**config.mk**
```make
export PLATFORM = sky130hd
export DESIGN_NAME = enc_bypass_tx
export DESIGN_NICKNAME = d
export VERILOG_FILES = /design/src/rtl/enc_bypass_pkg.sv /design/src/rtl/enc_bypass_fc_delay.sv /design/src/rtl/enc_bypass_pkt_tracker.sv /design/src/rtl/enc_bypass_beat_reg.sv /design/src/rtl/enc_bypass_tx.sv
export SDC_FILE = /design/constraint.sdc
export NUM_CORES = 1
export LEC_CHECK = 0
export ABC_AREA = 0
export BUFFER_PORTS_ARGS = -buffer_cell sky130_fd_sc_hd__buf_2
export CAP_MARGIN = 20
export CELL_PAD_IN_SITES_DETAIL_PLACEMENT = 0
export CELL_PAD_IN_SITES_GLOBAL_PLACEMENT = 1
export CORE_MARGIN = 8
export CORE_UTILIZATION = 32
export DETAILED_ROUTE_END_ITERATION = 8
export PLACE_DENSITY_LB_ADDON = 0.08
export SLEW_MARGIN = 0
export SYNTH_ARGS = -nofsm -noshare
export SYNTH_HDL_FRONTEND = slang
export SYNTH_HIERARCHICAL = 1
export SYNTH_SLANG_ARGS = --single-unit
```
**constraint.sdc**
```tcl
create_clock -name clk -period 2.4 [get_ports clk]
set_clock_uncertainty 0.1 [all_clocks]
set_input_delay 0.24 -clock clk [delete_from_list [all_inputs] [get_ports clk]]
set_output_delay 0.24 -clock clk [all_outputs]
set_load 0.01 [all_outputs]
```
**src/rtl/enc_bypass_pkg.sv**
```systemverilog
package enc_bypass_pkg;
  localparam int CODE_W = 3;

  typedef enum logic [CODE_W-1:0] {
    CODE_IDLE  = 3'b000,
    CODE_ONLY1 = 3'b010,
    CODE_ONLY2 = 3'b011,
    CODE_LAST1 = 3'b100,
    CODE_FIRST = 3'b101,
    CODE_LAST2 = 3'b110,
    CODE_INNER = 3'b111
  } beat_code_e;

  // Control code from the position flags and the byte count.
  function automatic beat_code_e code_of(input logic sop, input logic eop, input logic two);
    beat_code_e c;
    if (sop && eop)  c = two ? CODE_ONLY2 : CODE_ONLY1;
    else if (sop)    c = CODE_FIRST;
    else if (eop)    c = two ? CODE_LAST2 : CODE_LAST1;
    else             c = CODE_INNER;
    return c;
  endfunction
endpackage

```
**src/rtl/enc_bypass_fc_delay.sv**
```systemverilog
module enc_bypass_fc_delay #(
  parameter int FC_LAT = 2
) (
  input  logic clk,
  input  logic rst_n,
  input  logic tx_fc,
  output logic stall
);
  localparam int STAGES = (FC_LAT > 1) ? FC_LAT - 1 : 1;

  generate
    if (FC_LAT <= 1) begin : g_direct
      assign stall = tx_fc;
    end else begin : g_pipe
      logic [STAGES-1:0] sh_q;
      always_ff @(posedge clk or negedge rst_n) begin
        if (!rst_n) begin
          sh_q <= '0;
        end else begin
          sh_q[0] <= tx_fc;
          for (int i = 1; i < STAGES; i++) sh_q[i] <= sh_q[i-1];
        end
      end
      assign stall = sh_q[STAGES-1];
    end
  endgenerate
endmodule

```
**src/rtl/enc_bypass_pkt_tracker.sv**
```systemverilog
module enc_bypass_pkt_tracker (
  input  logic clk,
  input  logic rst_n,
  input  logic fifo_rd,
  input  logic fifo_sop,
  input  logic fifo_eop,
  output logic in_pkt,
  output logic bubble
);
  always_ff @(posedge clk or negedge rst_n) begin
    if (!rst_n)             in_pkt <= 1'b0;
    else if (fifo_rd) begin
      if (fifo_eop)         in_pkt <= 1'b0;
      else if (fifo_sop)    in_pkt <= 1'b1;
    end
  end

  // A packet is open but no beat leaves on this edge.
  assign bubble = in_pkt && !fifo_rd;

  // beats without a start flag only continue an open packet

  cont_in_pkt_chk: assert property (@(posedge clk) disable iff (!rst_n)
    (fifo_rd && !fifo_sop) |-> in_pkt);

  // a start flag only arrives between packets

  start_outside_chk: assert property (@(posedge clk) disable iff (!rst_n)
    (fifo_rd && fifo_sop) |-> !in_pkt);
endmodule

```
**src/rtl/enc_bypass_beat_reg.sv**
```systemverilog
module enc_bypass_beat_reg
  import enc_bypass_pkg::*;
#(
  parameter int DATA_W = 16
) (
  input  logic              clk,
  input  logic              rst_n,
  input  logic              load,
  input  logic [DATA_W-1:0] data,
  input  logic              sop,
  input  logic              eop,
  input  logic              two,
  output logic [DATA_W-1:0] txd,
  output logic [CODE_W-1:0] txc
);
  localparam int HALF = DATA_W / 2;

  // One-byte beats keep only the low byte.
  function automatic logic [DATA_W-1:0] lane_of(input logic [DATA_W-1:0] d, input logic t);
    return t ? d : {{(DATA_W-HALF){1'b0}}, d[HALF-1:0]};
  endfunction

  always_ff @(posedge clk or negedge rst_n) begin
    if (!rst_n) begin
      txd <= '0;
      txc <= CODE_IDLE;
    end else if (load) begin
      txd <= lane_of(data, two);
      txc <= code_of(sop, eop, two);
    end else begin
      txd <= '0;
      txc <= CODE_IDLE;
    end
  end


  one_byte_upper_zero_chk: assert property (@(posedge clk) disable iff (!rst_n)
    (txc == CODE_LAST1 || txc == CODE_ONLY1) |-> (txd[DATA_W-1:HALF] == '0));


  idle_data_zero_chk: assert property (@(posedge clk) disable iff (!rst_n)
    (txc == CODE_IDLE) |-> (txd == '0));
endmodule

```
**src/rtl/enc_bypass_tx.sv**
```systemverilog
module enc_bypass_tx
  import enc_bypass_pkg::*;
#(
  parameter int DATA_W = 16,
  parameter int FC_LAT = 2
) (
  input  logic              clk,
  input  logic              rst_n,
  input  logic [DATA_W-1:0] fifo_data,
  input  logic              fifo_sop,
  input  logic              fifo_eop,
  input  logic              fifo_two,
  input  logic              fifo_empty,
  output logic              fifo_rd,
  input  logic              tx_fc,
  output logic [DATA_W-1:0] txd,
  output logic [CODE_W-1:0] txc
);
  logic stall;
  logic in_pkt;
  logic bubble;

  enc_bypass_fc_delay #(.FC_LAT(FC_LAT)) fc_i (
    .clk   (clk),
    .rst_n (rst_n),
    .tx_fc (tx_fc),
    .stall (stall)
  );

  assign fifo_rd = rst_n && !stall && !fifo_empty;

  enc_bypass_pkt_tracker trk_i (
    .clk      (clk),
    .rst_n    (rst_n),
    .fifo_rd  (fifo_rd),
    .fifo_sop (fifo_sop),
    .fifo_eop (fifo_eop),
    .in_pkt   (in_pkt),
    .bubble   (bubble)
  );

  enc_bypass_beat_reg #(.DATA_W(DATA_W)) beat_i (
    .clk   (clk),
    .rst_n (rst_n),
    .load  (fifo_rd),
    .data  (fifo_data),
    .sop   (fifo_sop),
    .eop   (fifo_eop),
    .two   (fifo_two),
    .txd   (txd),
    .txc   (txc)
  );


  rd_needs_entry_chk: assert property (@(posedge clk) disable iff (!rst_n)
    fifo_rd |-> !fifo_empty);


  pause_blocks_rd_chk: assert property (@(posedge clk) disable iff (!rst_n)
    stall |-> !fifo_rd);


  pause_sends_idle_chk: assert property (@(posedge clk) disable iff (!rst_n)
    stall |=> (txc == CODE_IDLE));


  read_is_sent_chk: assert property (@(posedge clk) disable iff (!rst_n)
    fifo_rd |=> (txc != CODE_IDLE));


  bubble_idle_chk: assert property (@(posedge clk) disable iff (!rst_n)
    bubble |=> (txc == CODE_IDLE));
endmodule

```
==> flow_summary.json <==
{
  "status": "finished, final reports clean",
  "setup_viol": 0,
  "wl_met3_um": 152,
  "ctsResizeCount": 0,
  "route.met2.wl_um": 807,
  "grt_antenna_before_repair": 0,
  "root_buffer": "clkbuf_4",
  "p_comb_frac": 0.092,
  "hold_class": "in -> reg",
  "synth_edf_count": 0,
  "clockPowerShare": 0.316,
  "syn_inst": 45,
  "port_buffers": 42,
  "synth_mux_area_frac": 0,
  "hold_viol": 0,
  "synthArstFlopShare": 1.000,
  "synthSimpleGateAreaFrac": 0.2237,
  "hpwlAfterDp_um": 1226,
  "r2r_setup_slack_ns": 1.05,
  "start_util": 0.3415,
  "slew_headroom": 0.6887,
  "synthAdderAreaFrac": 0,
  "r2r-end": "beat_i/txd[11]$_DFF_PN0_",
  "synth_common_cells": "dfrtp_1 (20), and2_2 (7), and3_2 (6), a21oi_1 (2), and3_1 (2)",
  "worst-setup-path-type": "in -> out",
  "cp_max_fo": 9,
  "grt_use_total": 0.08291,
  "synth_top_area_cell": "dfrtp_1",
  "slowest_stage": "dlygate4sd3_1",
  "critPathArrivalTime_ns": 1.50,
  "rows": 16,
  "highest_layer": "met3",
  "ys_top_cells_by_area": "dfrtp_1 (74%), and2_2 (7.8%), and3_2 (6.7%)",
  "die_x_um": 61.99,
  "grt_pass1_wl_um": 2270,
  "ant_nets": 0,
  "syn_area_sq_um": 676.9,
  "period_minus_slack_ns": 1.843,
  "cts_sinks": 20,
  "r2r-start": "fc_i/stall$_DFF_PN0_",
  "dr.first_iter.drc_count": 2,
  "cp_cell_sequence": "dlygate4sd3_1 -> buf_2 -> nor3b_2 -> buf_2",
  "fin_crit_sh": 0.7680,
  "dr.pass1.iters": 2,
  "pwr-share-seq": 0.592,
  "areaGrowthSynthToFinish_pct": 44.92,
  "min_from": "fifo_eop",
  "yosysMostFrequentCell": "dfrtp_1",
  "synthXorXnorAreaFrac": 0,
  "worst_skew_pair.late_latency_ns": 0.29,
  "crit_family": "buffers and inverters",
  "power.leakage_uw": 0.0005960,
  "core-area_sq_um": 1982,
  "vias": 497,
  "cts_hold_buf": 2,
  "vias_per_cell": 4.107,
  "drv_cap": 0,
  "max_stage_delay_ns": 0.52,
  "globalplace.congestion": 0.6843,
  "path_clk_slew_ns": 0.10,
  "final.setup.tns_ns": 0,
  "worstMarginPinSlew_ns": 0.4649,
  "cp.buffers_inverters": 3,
  "vdd_drop_max_mv": 0.2581,
  "p_switching_uw": 120.6,
  "maxSlewViolCount": 0,
  "ys_ff_latch": 20,
  "synthDistinctLibCells": 13,
  "cts_buffers": 3,
  "synth_flop_cell": "dfrtp_1",
  "clock_path_buffers": 2,
  "power_density_nw_per_um2": 596.8,
  "synth_top_area_frac": 0.7394,
  "setup_slack_ns": 0.5567,
  "start_kind": "input pin",
  "endpoint_kind": "output port",
  "crit_top_cell": "buf_2",
  "fmax_mhz": 542.5,
  "reg2reg_depth": 3,
  "rsz0062_at_grt": "no",
  "wl_met1_um": 548,
  "pre_cts_ws_ns": 1.042,
  "pin_count": 43,
  "startpoint": "rst_n",
  "holdPathStages": 2,
  "drive_gt1_frac": 0.6702,
  "grt_overflow_total": 0,
  "regArea_sq_um": 500.5,
  "synth_top_family_by_area": "simple AND/OR/NAND/NOR gates",
  "nNetsFinal": 118,
  "grt_pass1_vias": 560,
  "required_ns": 2.06,
  "routed_wirelength_um": 1509,
  "whs_endpoint": "beat_i/txc[2]$_DFF_PN0_",
  "internal_power_uw": 464.8,
  "drc": 0,
  "swShare": 0.2060,
  "dieArea_sq_um": 3843,
  "syn_nets": 68,
  "synth_compound_area_frac": 0.01479,
  "cts-htree-levels": 1,
  "wl_per_cell_um": 12.47,
  "ys_seq_area_frac": 0.7394,
  "yosysWarnings": 6,
  "post_cts_buffers": 0,
  "multi_input_area_sq_um": 161.4,
  "die_h_um": 61.99,
  "avgSynthCellArea_sq_um": 15.04,
  "antenna-diode-count": 0,
  "nFillCells": 191,
  "cts_tree": "yes",
  "grt_max_degree": 21
}
[metal layers]
layer  vias up  GRT usage
met2        22     0.1475
met1       229    0.08578
met3         0    0.02675
met5         -          0
li1        246          -
met4         0    0.03896
[cell usage in the layout, fill, tap and decap left out, types with 2 or more instances in the layout]
master	instances
dlygate4sd3_1	2
buf_4	2
and3_1	2
clkbuf_4	3
dfrtp_1	20
and3_2	6
buf_2	42
a21oi_1	2
and2_2	7
[per-stage QoR]
step	total power, uW	hold WS, ns	utilization	instances	instance area (sq um)
after floorplan	369.4	-0.1556	-	45	676.9
after global placement	405.5	0.1429	0.4665	115	924.6
after detailed placement	406.4	0.1448	0.4665	115	924.6
after CTS	597.6	0.02398	0.4949	121	980.9
after global routing	614.9	0.03561	0.4949	121	980.9
final	585.4	0.04286	0.4949	121	980.9
[cells by family (layout without fill, tap and decap cells)]
group / Yosys count / in the layout
buffers and inverters: 2 / 51
and+or+nand+nor: 21 / 21
DFF: 20 / 20
AOI/OAI and AO/OA: 2 / 2
[worst max-delay path by stage]
| stage | endpoint | slack [ns] | cells after the start |
|---|---|---|---|
| 6_report | fifo_rd | 0.56 | 4 |
| 5_1_grt | fifo_rd | 0.45 | 4 |
| 3_3_place_gp | fifo_rd | 1.07 | 2 |
| 2_1_floorplan | beat_i/txd[11]$_DFF_PN0_ | 1.12 | 3 |
| 4_1_cts | fifo_rd | 0.52 | 4 |
| 3_5_place_dp | fifo_rd | 1.04 | 2 |
[state kept, by name, summed over array words and instances (netlist names)]
name / cells
fc_i/stall: 1
beat_i/txc: 3
beat_i/txd: 16
[power by group through the flow]
stage               registers, uW  clock network, uW  logic [uW]
finish                        346                185        54.0
global route                  347                207        60.8
CTS                           347                195        55.7
detailed placement            353                  0        53.1
global placement              353                  0        52.5
floorplan                     358                  0        11.6
[layout make-up]
cell class                      count  share of cell area
Multi-Input combinational cell     23              0.1645
Clock buffer                        4             0.03699
Tap cell                           27             0.03444
Timing Repair Buffer               46              0.2500
Sequential cell                    20              0.5102
Inverter                            1            0.003827
(Power assumes the default switching activity.)
